--- src/rtl/psr_rd_pkg.sv ---
package psr_rd_pkg;
  localparam int PSR_W = 32;
  localparam int IDX_W = 4;
  localparam int MODE_W = 5;
  localparam logic [PSR_W-1:0] LIVE_KEEP  = 32'hF80F03DF;
  localparam logic [PSR_W-1:0] PAN_KEEP   = 32'h00400000;
  localparam logic [PSR_W-1:0] EL0_SCRUB  = 32'h004003DF;
  localparam logic [MODE_W-1:0] MODE_USR  = 5'b10000;
  localparam logic [MODE_W-1:0] MODE_SYS  = 5'b11111;
  localparam logic [IDX_W-1:0]  IDX_PC    = '1;

  typedef struct packed {
    logic             hit;
    logic             use_saved;
    logic [IDX_W-1:0] rd;
    logic             sb_bad;
  } dec_t;
endpackage

--- src/rtl/psr_rd_dec_word.sv ---
module psr_rd_dec_word
  import psr_rd_pkg::*;
(
  input  logic [31:0] instr,
  output dec_t        dec
);
  logic fixed_ok, cond_ok;
  always_comb begin
    fixed_ok = (instr[27:23] == 5'b00010) && (instr[21:20] == 2'b00) &&
               (instr[9] == 1'b0) && (instr[7:4] == 4'b0000);
    cond_ok  = (instr[31:28] != 4'hF);
    dec.hit       = fixed_ok && cond_ok;
    dec.use_saved = instr[22];
    dec.rd        = instr[15:12];
    dec.sb_bad    = (instr[19:16] != 4'hF) || (instr[11:10] != 2'b00) ||
                    instr[8] || (instr[3:0] != 4'h0);
  end
endmodule

--- src/rtl/psr_rd_dec_compact.sv ---
module psr_rd_dec_compact
  import psr_rd_pkg::*;
(
  input  logic [31:0] instr,
  output dec_t        dec
);
  logic [15:0] hw_a, hw_b;
  always_comb begin
    hw_a = instr[31:16];
    hw_b = instr[15:0];
    dec.hit       = (hw_a[15:5] == 11'b11110011111) &&
                    (hw_b[15:14] == 2'b10) && (hw_b[12] == 1'b0);
    dec.use_saved = hw_a[4];
    dec.rd        = hw_b[11:8];
    dec.sb_bad    = (hw_a[3:0] != 4'hF) || hw_b[13] || (hw_b[7:0] != 8'h00);
  end
endmodule

--- src/rtl/psr_rd_filter.sv ---
module psr_rd_filter
  import psr_rd_pkg::*;
(
  input  logic [PSR_W-1:0] live_psr,
  input  logic [PSR_W-1:0] saved_psr,
  input  logic             use_saved,
  input  logic             pan_en,
  input  logic             el0,
  output logic [PSR_W-1:0] value
);
  logic [PSR_W-1:0] keep, live_v;
  always_comb begin
    keep   = LIVE_KEEP | (pan_en ? PAN_KEEP : '0);
    live_v = live_psr & keep;
    if (el0) live_v = live_v & ~EL0_SCRUB;
    value  = use_saved ? saved_psr : live_v;
  end
endmodule

--- src/rtl/psr_rd_unit.sv ---
module psr_rd_unit
  import psr_rd_pkg::*;
#(
  parameter bit OUT_REG           = 1'b1,
  parameter bit SAVED_FAULT_UNDEF = 1'b1
) (
  input  logic              clk,
  input  logic              rst,
  input  logic [31:0]       instr_i,
  input  logic              enc_compact_i,
  input  logic              cond_ok_i,
  input  logic [MODE_W-1:0] mode_i,
  input  logic              el0_i,
  input  logic [PSR_W-1:0]  live_psr_i,
  input  logic [PSR_W-1:0]  saved_psr_i,
  input  logic              pan_en_i,
  output logic [IDX_W-1:0]  rd_idx_o,
  output logic              wr_en_o,
  output logic [PSR_W-1:0]  wr_data_o,
  output logic              undef_o,
  output logic              unpred_o
);
  dec_t dec_w, dec_c, dec;
  logic [PSR_W-1:0] val;
  logic active, no_saved;
  logic [IDX_W-1:0] n_rd;
  logic n_we, n_undef, n_unpred;
  logic [PSR_W-1:0] n_data;

  psr_rd_dec_word    u_dec_w (.instr(instr_i), .dec(dec_w));
  psr_rd_dec_compact u_dec_c (.instr(instr_i), .dec(dec_c));

  assign dec = enc_compact_i ? dec_c : dec_w;

  psr_rd_filter u_filt (
    .live_psr (live_psr_i),
    .saved_psr(saved_psr_i),
    .use_saved(dec.use_saved),
    .pan_en   (pan_en_i),
    .el0      (el0_i),
    .value    (val)
  );

  always_comb begin
    active   = dec.hit && cond_ok_i;
    no_saved = dec.use_saved && ((mode_i == MODE_USR) || (mode_i == MODE_SYS));
    n_rd     = active ? dec.rd : '0;
    n_we     = active && !no_saved && (dec.rd != IDX_PC);
    n_undef  = active && no_saved && SAVED_FAULT_UNDEF;
    n_unpred = active && !no_saved && ((dec.rd == IDX_PC) || dec.sb_bad);
    n_data   = n_we ? val : '0;
  end

  generate
    if (OUT_REG) begin : g_reg
      always_ff @(posedge clk) begin
        if (rst) begin
          rd_idx_o  <= '0;
          wr_en_o   <= 1'b0;
          wr_data_o <= '0;
          undef_o   <= 1'b0;
          unpred_o  <= 1'b0;
        end else begin
          rd_idx_o  <= n_rd;
          wr_en_o   <= n_we;
          wr_data_o <= n_data;
          undef_o   <= n_undef;
          unpred_o  <= n_unpred;
        end
      end
    end else begin : g_comb
      assign rd_idx_o  = n_rd;
      assign wr_en_o   = n_we;
      assign wr_data_o = n_data;
      assign undef_o   = n_undef;
      assign unpred_o  = n_unpred;
    end
  endgenerate
endmodule

--- config.mk ---
export PLATFORM = sky130hd
export DESIGN_NAME = psr_rd_unit
export DESIGN_NICKNAME = d
export VERILOG_FILES = /design/src/rtl/psr_rd_pkg.sv /design/src/rtl/psr_rd_dec_word.sv /design/src/rtl/psr_rd_dec_compact.sv /design/src/rtl/psr_rd_filter.sv /design/src/rtl/psr_rd_unit.sv
export SDC_FILE = /design/constraint.sdc
export NUM_CORES = 1
export LEC_CHECK = 0
export ABC_CLOCK_PERIOD_IN_PS = 2700
export BUFFER_PORTS_ARGS = -buffer_cell sky130_fd_sc_hd__buf_2
export CAP_MARGIN = 0
export CORE_UTILIZATION = 25
export CTS_BUF_LIST = sky130_fd_sc_hd__clkbuf_4 sky130_fd_sc_hd__clkbuf_8
export CTS_CLUSTER_DIAMETER = 100
export CTS_CLUSTER_SIZE = 28
export DETAILED_ROUTE_END_ITERATION = 16
export SLEW_MARGIN = 5
export SYNTH_ARGS = -nofsm -noshare
export SYNTH_HDL_FRONTEND = slang
export SYNTH_HIERARCHICAL = 1
export SYNTH_SLANG_ARGS = --single-unit
--- constraint.sdc ---
create_clock -name clk -period 2.7 [get_ports clk]
set_clock_uncertainty 0.05 [all_clocks]
set_input_delay 0.54 -clock clk [delete_from_list [all_inputs] [get_ports clk]]
set_output_delay 0.54 -clock clk [all_outputs]
set_load 0.02 [all_outputs]
Word-level counts from Yosys, hierarchy flattened
Index checks and enable logic that the tools add are counted.
{"block": "word_totals", "regBits": 39, "latch_bits": 0, "mem_bits_rw": 0, "mem_bits_ro": 0, "inputBits": 107, "out_inout_bits": 39, "word_cells": 50, "mem_count": 0}
{"block": "classes", "add_sub_neg": 0, "n_mul": 0, "div": 0, "order_cmp": 0, "eq_ne": 9, "shifts": 0, "mux": 4, "bitwise": 5, "reduce_logical": 27}
{"op": "23-bit 2-to-1 mux", "n": 2}
{"op": "32-bit AND", "n": 1}
{"op": "32-bit 2-to-1 mux", "n": 1}
{"op": "1-bit logical AND", "n": 12}
{"op": "4-bit != test, second input constant", "n": 3}
{"op": "11-bit == test, second input constant", "n": 1}
{"op": "5-bit == test, second input constant", "n": 2}
{"op": "8-bit nonzero test", "n": 1}
{"op": "1-bit logical OR", "n": 7}
{"op": "7-bit 2-to-1 mux", "n": 1}
{"op": "5-bit by 2-bit == test with 1-bit output, second input constant", "n": 1}
{"op": "4-bit == test, second input constant", "n": 1}
{"op": "4-bit logical NOT", "n": 1}
{"op": "1-bit NOT", "n": 4}
{"op": "4-bit nonzero test", "n": 1}
{"op": "2-bit OR reduction", "n": 2}
{"op": "2-bit == test, second input constant", "n": 1}
{"op": "2-bit logical NOT", "n": 1}
{"op": "2-bit nonzero test", "n": 1}
{"op": "1-bit logical NOT", "n": 1}

Logic depth before layout (Yosys ltp)
Gate-level depths: netlist of the first run.
{"block": "depth", "depth_word": 12, "mapped_depth": 7, "mapped_depth_nobuf": 6}

Hierarchy
Netlist of the first run, hierarchy kept.
{"mod": "psr_rd_unit", "instances": 1, "cells_per_inst": 100, "area_each_um2": 1217.4, "seq_area_each_um2": 780.7}
{"mod": "psr_rd_filter", "instances": 1, "cells_per_inst": 39, "area_each_um2": 342.8, "seq_area_each_um2": 0.0}
{"mod": "psr_rd_dec_compact", "instances": 1, "cells_per_inst": 15, "area_each_um2": 112.6, "seq_area_each_um2": 0.0}
{"mod": "psr_rd_dec_word", "instances": 1, "cells_per_inst": 14, "area_each_um2": 102.6, "seq_area_each_um2": 0.0}

Worst setup path before layout of the first run
No wires, ideal clock.
{"block": "synth_path", "kind": "in2reg", "from": "input port instr_i[27]", "to": "register wr_data_o[22]", "setup_ns": 0.057, "t_arrival_ns": 1.958, "required_time_ns": 2.593, "path_slack_ns": 0.635, "stages": 7, "n_path_buf": 1, "path_cell_list": "nand4bb_1 > nor4_2 > mux2_2 > nand3b_2 > nor4_4 > clkbuf_2 > and2_2"}
{"element": "start, declared", "line_no": "psr_rd_unit.sv:9", "source": "input logic [31:0] instr_i,"}
{"element": "end signal, assigned", "line_no": "psr_rd_unit.sv:66", "source": "wr_data_o <= n_data;"}
{"element": "end, declared", "line_no": "psr_rd_unit.sv:19", "source": "output logic [PSR_W-1:0] wr_data_o,"}

==> results_dict.tcl, run 1 <==
set metrics [dict create \
    status "finished, final reports clean" \
    fin_area_um2 2560 \
    crit_start "instr_i[26]" \
    cts_buffers 5 \
    nets 399 \
    synth_edf_count 0 \
    cts.path.max_buffers 2 \
    synth_top_area_share 0.440 \
    grt_pass1_vias 1446 \
    syn-instance-count 168 \
    syn_to_final_growth_pct 44.0 \
    period_needed_ns 1.99 \
    end_kind "register" \
    synth_area_leaders "dfxtp_1 44%, and2_1 9.9%, and2_2 7.2%" \
    drt_iter0_drc 18 \
    rsz0062_at_grt "no" \
    hpwl_um 3420 \
    synth_cell_types 34 \
    wl_per_cell_um 10.7 \
    power_leakage_nw 1.32 \
    tightest_slew_ns 0.417 \
    arrival_ns 2.17 \
    grt_pass1_wl_um 6430 \
    drv_cap 0 \
    setup_violations 0 \
    synth_common_cells "39 x dfxtp_1, 28 x and2_1, 17 x and2_2" \
    postCtsSetupBuffers 0 \
    power.density_nw_per_um2 472 \
    relSlewSlack 0.715 \
    grt_max_degree 20 \
    syn-cell-area_um2 1780 \
    root_buffer "clkbuf_8" \
    ios 146 \
    diodes 0 \
    seq_area_frac_synth 0.440 \
    dieArea_um2 7440 \
    postPlaceCellArea_um2 2440 \
    startpoint_type "input port" \
    multi_input_area_um2 856 \
    whs_ns 0.477 \
    drcViolationCount 0 \
    yosys.cell_count.top_type "dfxtp_1" \
    cp_data_required_time_ns 2.89 \
    ys_warn_count 6 \
    die_w_um 86.3 \
    worstHoldStart "instr_i[14]" \
    drt-pass1-iter-count 4 \
    place.gp.congestion 0.716 \
    synth.avg_cell_area_um2 10.6 \
    worstSetupPathType "in2reg" \
    grt_overflow 0 \
    seqCellArea_um2 781 \
    cts_tree "built" \
    antenna_found_initial 0 \
    drive_gt1_frac 0.597 \
    synthArstFlopShare 0 \
    wirelength_um 4160 \
    die_h_um 86.3 \
    num-fill-cells 738 \
    vias_per_cell 4.10 \
    post_cts_resized 0 \
    synth_top_area_cell "dfxtp_1" \
    vias 1594 \
    cts.sinks 39 \
    synthesis.nets 275 \
    hold_viol 0 \
    drv_slew 0 \
    post-route-period-util 0.735 \
    peakVddDrop_mv 0.193 \
    cts_hold_buf 0 \
    rows 30 \
    hp-class "in2reg" \
    clkSlewWorstSetupHoldPaths_ns 0.07 \
    ys.flop_type "dfxtp_1" \
    max_freq_mhz 504 \
    setup_tns_ns 0 \
    path_max_fanout 19 \
    numPortBuffers 132 \
    initial_utilization 0.260 \
    htree_levels 2 \
    ys_ff_latch 39 \
    grt_usage 0.110 \
    core_area_um2 6830 \
    postRouteAntennaNets 0 \
]
## metal layers
metal | GRT usage | vias to the layer above | routed length (um)
li1 | - | 817 | -
met1 | 0.132 | 696 | 1830
met2 | 0.182 | 76 | 1970
met3 | 0.0362 | 5 | 304
met4 | 0.0470 | 0 | 63
met5 | 0 | - | 0
## worst max-delay path: stages
cell	delay [ns]
buf_2	0.11
nor4b_1	0.28
and4_1	0.22
mux2_2	0.15
nand3b_2	0.17
nor4_4	0.31
buf_4	0.24
and2_2	0.16
## cell families (layout without fill, tap and decap cells)
family	after synthesis	count (layout)	synth area share
simple gates	83	83	0.320
flops	39	39	0.440
buf+inv	19	144	0.0782
mux	14	14	0.101
compound gates	13	13	0.0606
## power breakdown
group          switching [mW]  internal (mW)
Clock                   0.205          0.275
Sequential         0.00000313          0.575
Combinational          0.0580         0.0932
Total                   0.263          0.943
## per-stage QoR
stage	power, mW	instances	util	setup WS (ns)
floorplan	0.674	168	-	0.635
global placement	0.739	381	0.358	0.360
detailed placement	0.741	381	0.358	0.387
CTS	1.23	389	0.374	0.690
global route	1.27	389	0.374	0.551
finish	1.21	389	0.374	0.715
## state kept, by name, indices dropped and copies added, names as in the netlist
name / flops
rd_idx_o: 4
wr_en_o: 1
wr_data_o: 32
unpred_o: 1
undef_o: 1
## layout make-up
type / count / share of cell area
inverter: 1 / 0.00147
sequential: 39 / 0.305
multi-input combinational: 110 / 0.335
tap: 96 / 0.0470
clock inverter: 3 / 0.0171
clock buffer: 5 / 0.0269
timing repair buffer: 135 / 0.267
## path summary, 6_finish.rpt
kind                       endpoint  slack, ns  cells past startpoint
worst max-delay path  wr_data_o[24]       0.71                      8
worst min-delay path    rd_idx_o[2]       0.48                      3
## placed cells by master (no fill, tap or decap), types with 2 or more instances in the layout
| master | n |
|---|---|
| a22o_1 | 9 |
| and2_1 | 28 |
| and2_2 | 17 |
| and4_1 | 3 |
| buf_2 | 132 |
| buf_4 | 3 |
| clkbuf_8 | 5 |
| dfxtp_1 | 39 |
| mux2_2 | 4 |
| mux2_4 | 7 |
| mux2i_1 | 3 |
| nand2_1 | 3 |
| nand3_1 | 2 |
| nand4_1 | 4 |
| nand4bb_1 | 2 |
| nor2_1 | 8 |
| nor3_1 | 2 |
| nor4_1 | 4 |
| nor4b_1 | 2 |
Power figures use the tool's default switching activity.
==> run 2: changes to the inputs <==
--- a/config.mk
+++ b/config.mk
@@ -5,7 +5,7 @@
 export SDC_FILE = /design/constraint.sdc
 export NUM_CORES = 1
 export LEC_CHECK = 0
-export ABC_CLOCK_PERIOD_IN_PS = 2700
+export ABC_CLOCK_PERIOD_IN_PS = 1900
 export BUFFER_PORTS_ARGS = -buffer_cell sky130_fd_sc_hd__buf_2
 export CAP_MARGIN = 0
 export CORE_UTILIZATION = 25
==> constraint.sdc (replaced) <==
create_clock -name clk -period 1.9 [get_ports clk]
set_clock_uncertainty 0.05 [all_clocks]
set_input_delay 0.38 -clock clk [delete_from_list [all_inputs] [get_ports clk]]
set_output_delay 0.38 -clock clk [all_outputs]
set_load 0.02 [all_outputs]
==> run 2 against run 1 <==
  * Die area unchanged
  * Core utilization increased by 0.68 points
  * Flip-flop and latch count unchanged
  * Clock power grew 69%
  * Global-route usage is 0.48 points lower
  * Design area up 1.8%
  * Worst setup slack got worse by 0.44 ns
  * First-iteration DRC count shrank 17%
  * Worst hold slack worse by 0.15 ns
  * Critical path type unchanged
==> results_dict.tcl, run 2 (same netlist as run 1, synthesis figures left out) <==
set metrics [dict create \
    status "finished, final reports clean" \
    root_buffer "clkbuf_8" \
    antenna_found_initial 0 \
    die_w_um 86.3 \
    grt_pass1_wl_um 6200 \
    startpoint_type "input port" \
    crit_start "instr_i[23]" \
    top_register "wr_data_o" \
    max_freq_mhz 616 \
    clkSlewWorstSetupHoldPaths_ns 0.07 \
    hpwl_um 3370 \
    cts_buffers 5 \
    cpMaxStageDelayCell "nor4_1" \
    worstSetupPathType "in2reg" \
    wirelength_um 4150 \
    ios 146 \
    dp_slack_ns -0.0588 \
    grt_usage 0.106 \
    post-route-period-util 0.855 \
    grt_overflow 0 \
    drcViolationCount 0 \
    tightest_slew_ns 0.390 \
    cts.sinks 39 \
    reg.largest.list "wr_data_o: 32 flops, rd_idx_o: 4 flops" \
    power_leakage_nw 1.35 \
    whs_ns 0.330 \
    syn_to_final_growth_pct 46.6 \
    max_stage_delay_ns 0.27 \
    grt_pass1_vias 1419 \
    finalNonFillerCells 392 \
    arrival_ns 1.80 \
    htree_levels 2 \
    end_kind "register" \
    diodes 0 \
    setup_violations 0 \
    rows 30 \
    hold_end "rd_idx_o[0]" \
    rsz0062_at_grt "no" \
    postCtsSetupBuffers 0 \
    nets 402 \
    drt-pass1-iter-count 3 \
    postRouteAntennaNets 0 \
    most-common-layout-cells "132 x buf_2, 39 x dfxtp_1, 28 x and2_1" \
    drv_slew 0 \
    hold-path-cell-count 3 \
    relSlewSlack 0.733 \
    finalPower_mw 1.84 \
    num-fill-cells 740 \
    cts.path.max_buffers 2 \
    numPortBuffers 132 \
    dp.cells 384 \
    worstHoldStart "instr_i[12]" \
    hold_viol 0 \
    cp_data_required_time_ns 2.08 \
    post_cts_resized 0 \
    power.density_nw_per_um2 708 \
    largest_reg_flops 32 \
    vias 1590 \
    period_needed_ns 1.62 \
    drt_iter0_drc 15 \
    cts_hold_buf 0 \
    vias_per_cell 4.06 \
    wl_per_cell_um 10.6 \
    path_max_fanout 16 \
    grt_max_degree 27 \
    final_common_cell "buf_2" \
    setup_ws_ns 0.276 \
    cts_tree "built" \
    core_area_um2 6830 \
    die_h_um 86.3 \
    drv_cap 0 \
    initial_utilization 0.260 \
    place.gp.congestion 0.729 \
    hp-class "in2reg" \
    dieArea_um2 7440 \
    drive_gt1_frac 0.601 \
    cp_cell_sequence "buf_2 -> nor4_1 -> and4_1 -> mux2_2 -> nand3b_2 -> nor4_4 -> buf_4 -> and2_2" \
    peakVddDrop_mv 0.369 \
]
==> run 2: worst max-delay path by stage <==
stage / endpoint / slack (ns)
6_report: wr_data_o[26] / 0.28
5_1_grt: wr_data_o[26] / 0.17
4_1_cts: wr_data_o[26] / 0.23
3_5_place_dp: wr_data_o[26] / -0.06
3_3_place_gp: wr_data_o[16] / -0.08
2_1_floorplan: wr_data_o[22] / 0.11
==> run 2: power by group <==
group	internal [mW]	switching, mW
combinational	0.136	0.0818
clock	0.524	0.285
sequential	0.817	0.00000444
total	1.48	0.367
==> run 2: layout make-up <==
cell class	instances	area (um^2)	area share
clock buffers	5	68.8	0.0264
clock inverters	3	67.6	0.0260
inverters	1	3.75	0.00144
multi-input cells	110	856	0.329
flip-flops and latches	39	781	0.300
well taps	96	120	0.0462
repair buffers	138	706	0.271
==> run 2: stage by stage <==
| step | util | instance area [um^2] | TNS [ns] |
|---|---|---|---|
| 3_3_place_gp | 0.361 | 2470 | -2.04 |
| 3_5_place_dp | 0.361 | 2470 | -1.31 |
| 2_1_floorplan | - | 1780 | 0 |
| 6_report | 0.381 | 2600 | 0 |
| 4_1_cts | 0.381 | 2600 | 0 |
| 5_1_grt | 0.381 | 2600 | 0 |
==> run 2: routing by layer <==
metal / part of all wire / global-route usage / up-vias
met1: 0.44 / 0.131 / 697
li1: - / - / 820
met2: 0.49 / 0.177 / 71
met3: 0.058 / 0.0257 / 2
met5: 0 / 0 / -
met4: 0.0092 / 0.0409 / 0
==> run 2: critical path: cells and delay by family <==
kind	cells	cell delay [ns]
buffers and inverters	2	0.34
muxes	1	0.15
and+or+nand+nor	5	0.93
==> run 3: changes to the inputs <==
--- a/config.mk
+++ b/config.mk
@@ -13,6 +13,7 @@
 export CTS_CLUSTER_DIAMETER = 100
 export CTS_CLUSTER_SIZE = 28
 export DETAILED_ROUTE_END_ITERATION = 16
+export PLACE_DENSITY = 0.53
 export SLEW_MARGIN = 5
 export SYNTH_ARGS = -nofsm -noshare
 export SYNTH_HDL_FRONTEND = slang
==> run 3 against run 2 <==
  * Clock-buffer cell count grew 3
  * Worst hold slack lost 0.0034 ns
  * Critical path depth is the same
  * Combinational power grew 4%
  * Clock power shrank 24%
  * Design area is essentially flat
  * Total power shrank 10%
  * Flip-flop and latch count is the same
  * Global-route usage grew 0.89 points
  * Worst setup slack lost 0.041 ns
  * Non-clock buffer count is the same
  * Largest cell class unchanged
==> results_dict.tcl, run 3 (same netlist as run 1, synthesis figures left out) <==
set metrics [dict create \
    hold_viol 0 \
    gr-usage-met1 0.131 \
    met3_usage 0.0276 \
    cts_buffers 5 \
    hold-path-cell-count 3 \
    dp_slack_ns -0.187 \
    final_common_cell "buf_2" \
    arrival_ns 1.84 \
    num-fill-cells 713 \
    peakVddDrop_mv 0.247 \
    fin_area_um2 2600 \
    most-common-layout-cells "132 x buf_2, 39 x dfxtp_1, 28 x and2_1" \
    max_stage_delay_ns 0.30 \
    reg.largest.list "wr_data_o: 32 flops, rd_idx_o: 4 flops" \
    syn_to_final_growth_pct 46.5 \
    cpMaxStageDelayCell "nor4b_2" \
    initial_utilization 0.260 \
    ios 146 \
    dieArea_um2 7440 \
    drt_iter0_drc 19 \
    drive_gt1_frac 0.605 \
    rows 30 \
    clkSlewWorstSetupHoldPaths_ns 0.07 \
    diodes 0 \
    grt-busiest-layer "met2" \
    grt_usage 0.115 \
    use_met2 0.206 \
    nets 402 \
    period_needed_ns 1.67 \
    grt_pass1_vias 1431 \
    hp-class "in2reg" \
    relSlewSlack 0.745 \
    postRouteAntennaNets 0 \
    drt-pass1-iter-count 3 \
    postPlaceCellArea_um2 2490 \
    wirelength_um 4290 \
    finalNonFillerCells 392 \
    power.density_nw_per_um2 637 \
    die_h_um 86.3 \
    hold_end "rd_idx_o[1]" \
    top_register "wr_data_o" \
    largest_reg_flops 32 \
    wl_per_cell_um 11.0 \
    final_util 0.381 \
    place.gp.congestion 0.790 \
    cts_hold_buf 0 \
    post-route-period-util 0.877 \
    drcViolationCount 0 \
    grt_max_degree 35 \
    setup_tns_ns 0 \
    tightest_slew_ns 0.372 \
    status "finished, final reports clean" \
    finalPower_mw 1.66 \
    antenna_found_initial 0 \
    startpoint_type "input port" \
    worstSetupPathType "in2reg" \
    drv_slew 0 \
    setup_ws_ns 0.234 \
    whs_ns 0.327 \
    grt_pass1_wl_um 6610 \
    htree_levels 2 \
    cp_cell_sequence "buf_2 -> nor4b_2 -> and4_1 -> mux2_2 -> nand3b_2 -> nor4_4 -> buf_12 -> and2_2" \
    rsz0062_at_grt "no" \
    path_max_fanout 33 \
    root_buffer "clkbuf_8" \
    vias 1618 \
    setup_violations 0 \
    grt_overflow 0 \
    core_area_um2 6830 \
    cts.path.max_buffers 2 \
    dp.cells 384 \
    cts.sinks 39 \
    power_leakage_nw 1.34 \
    die_w_um 86.3 \
    drv_cap 0 \
    cp_data_required_time_ns 2.08 \
    vias_per_cell 4.13 \
    end_kind "register" \
    cts_tree "built" \
    worstHoldStart "instr_i[13]" \
    numPortBuffers 132 \
    max_freq_mhz 600 \
]
## run 3: worst max path at each step
stage	from	endpoint	slack, ns	depth (start not counted)
6_report	instr_i[26]	wr_data_o[25]	0.23	8
3_3_place_gp	instr_i[26]	wr_data_o[6]	-0.14	8
3_5_place_dp	instr_i[26]	wr_data_o[3]	-0.19	8
4_1_cts	instr_i[26]	wr_data_o[4]	0.12	8
5_1_grt	instr_i[26]	wr_data_o[31]	0.1	8
2_1_floorplan	instr_i[27]	wr_data_o[22]	0.11	7
## run 3: metal layers
metal | share of wire | wire length [um] | vias to the layer above
met5 | 0 | 0 | -
met4 | 0.011 | 47 | 0
met3 | 0.071 | 304 | 4
met2 | 0.51 | 2180 | 84
met1 | 0.41 | 1760 | 707
li1 | - | - | 823
## run 3: area by class of cell
type | count | area [um^2] | area share
Tap cell | 96 | 120 | 0.0462
Timing Repair Buffer | 138 | 731 | 0.281
Multi-Input combinational cell | 110 | 862 | 0.331
Clock buffer | 8 | 104 | 0.0399
Sequential cell | 39 | 781 | 0.300
Inverter | 1 | 3.75 | 0.00144
## run 3: repair_timing
item,in CTS,in global routing
setup endpoints to repair,0,25
gates resized for setup,0,1
setup buffers,0,0
endpoints found under the hold margin,0,0
## run 3: critical path: cells and delay by family
| family | cells | cell delay [ns] |
|---|---|---|
| buf+inv | 2 | 0.31 |
| mux | 1 | 0.15 |
| simple gates | 5 | 0.98 |
## run 3: where the power goes
| group | total [mW] | switching, mW | internal [mW] |
|---|---|---|---|
| combinational | 0.226 | 0.0850 | 0.141 |
| sequential | 0.817 | 0.00000391 | 0.817 |
| clock | 0.614 | 0.268 | 0.346 |
| total | 1.66 | 0.353 | 1.30 |
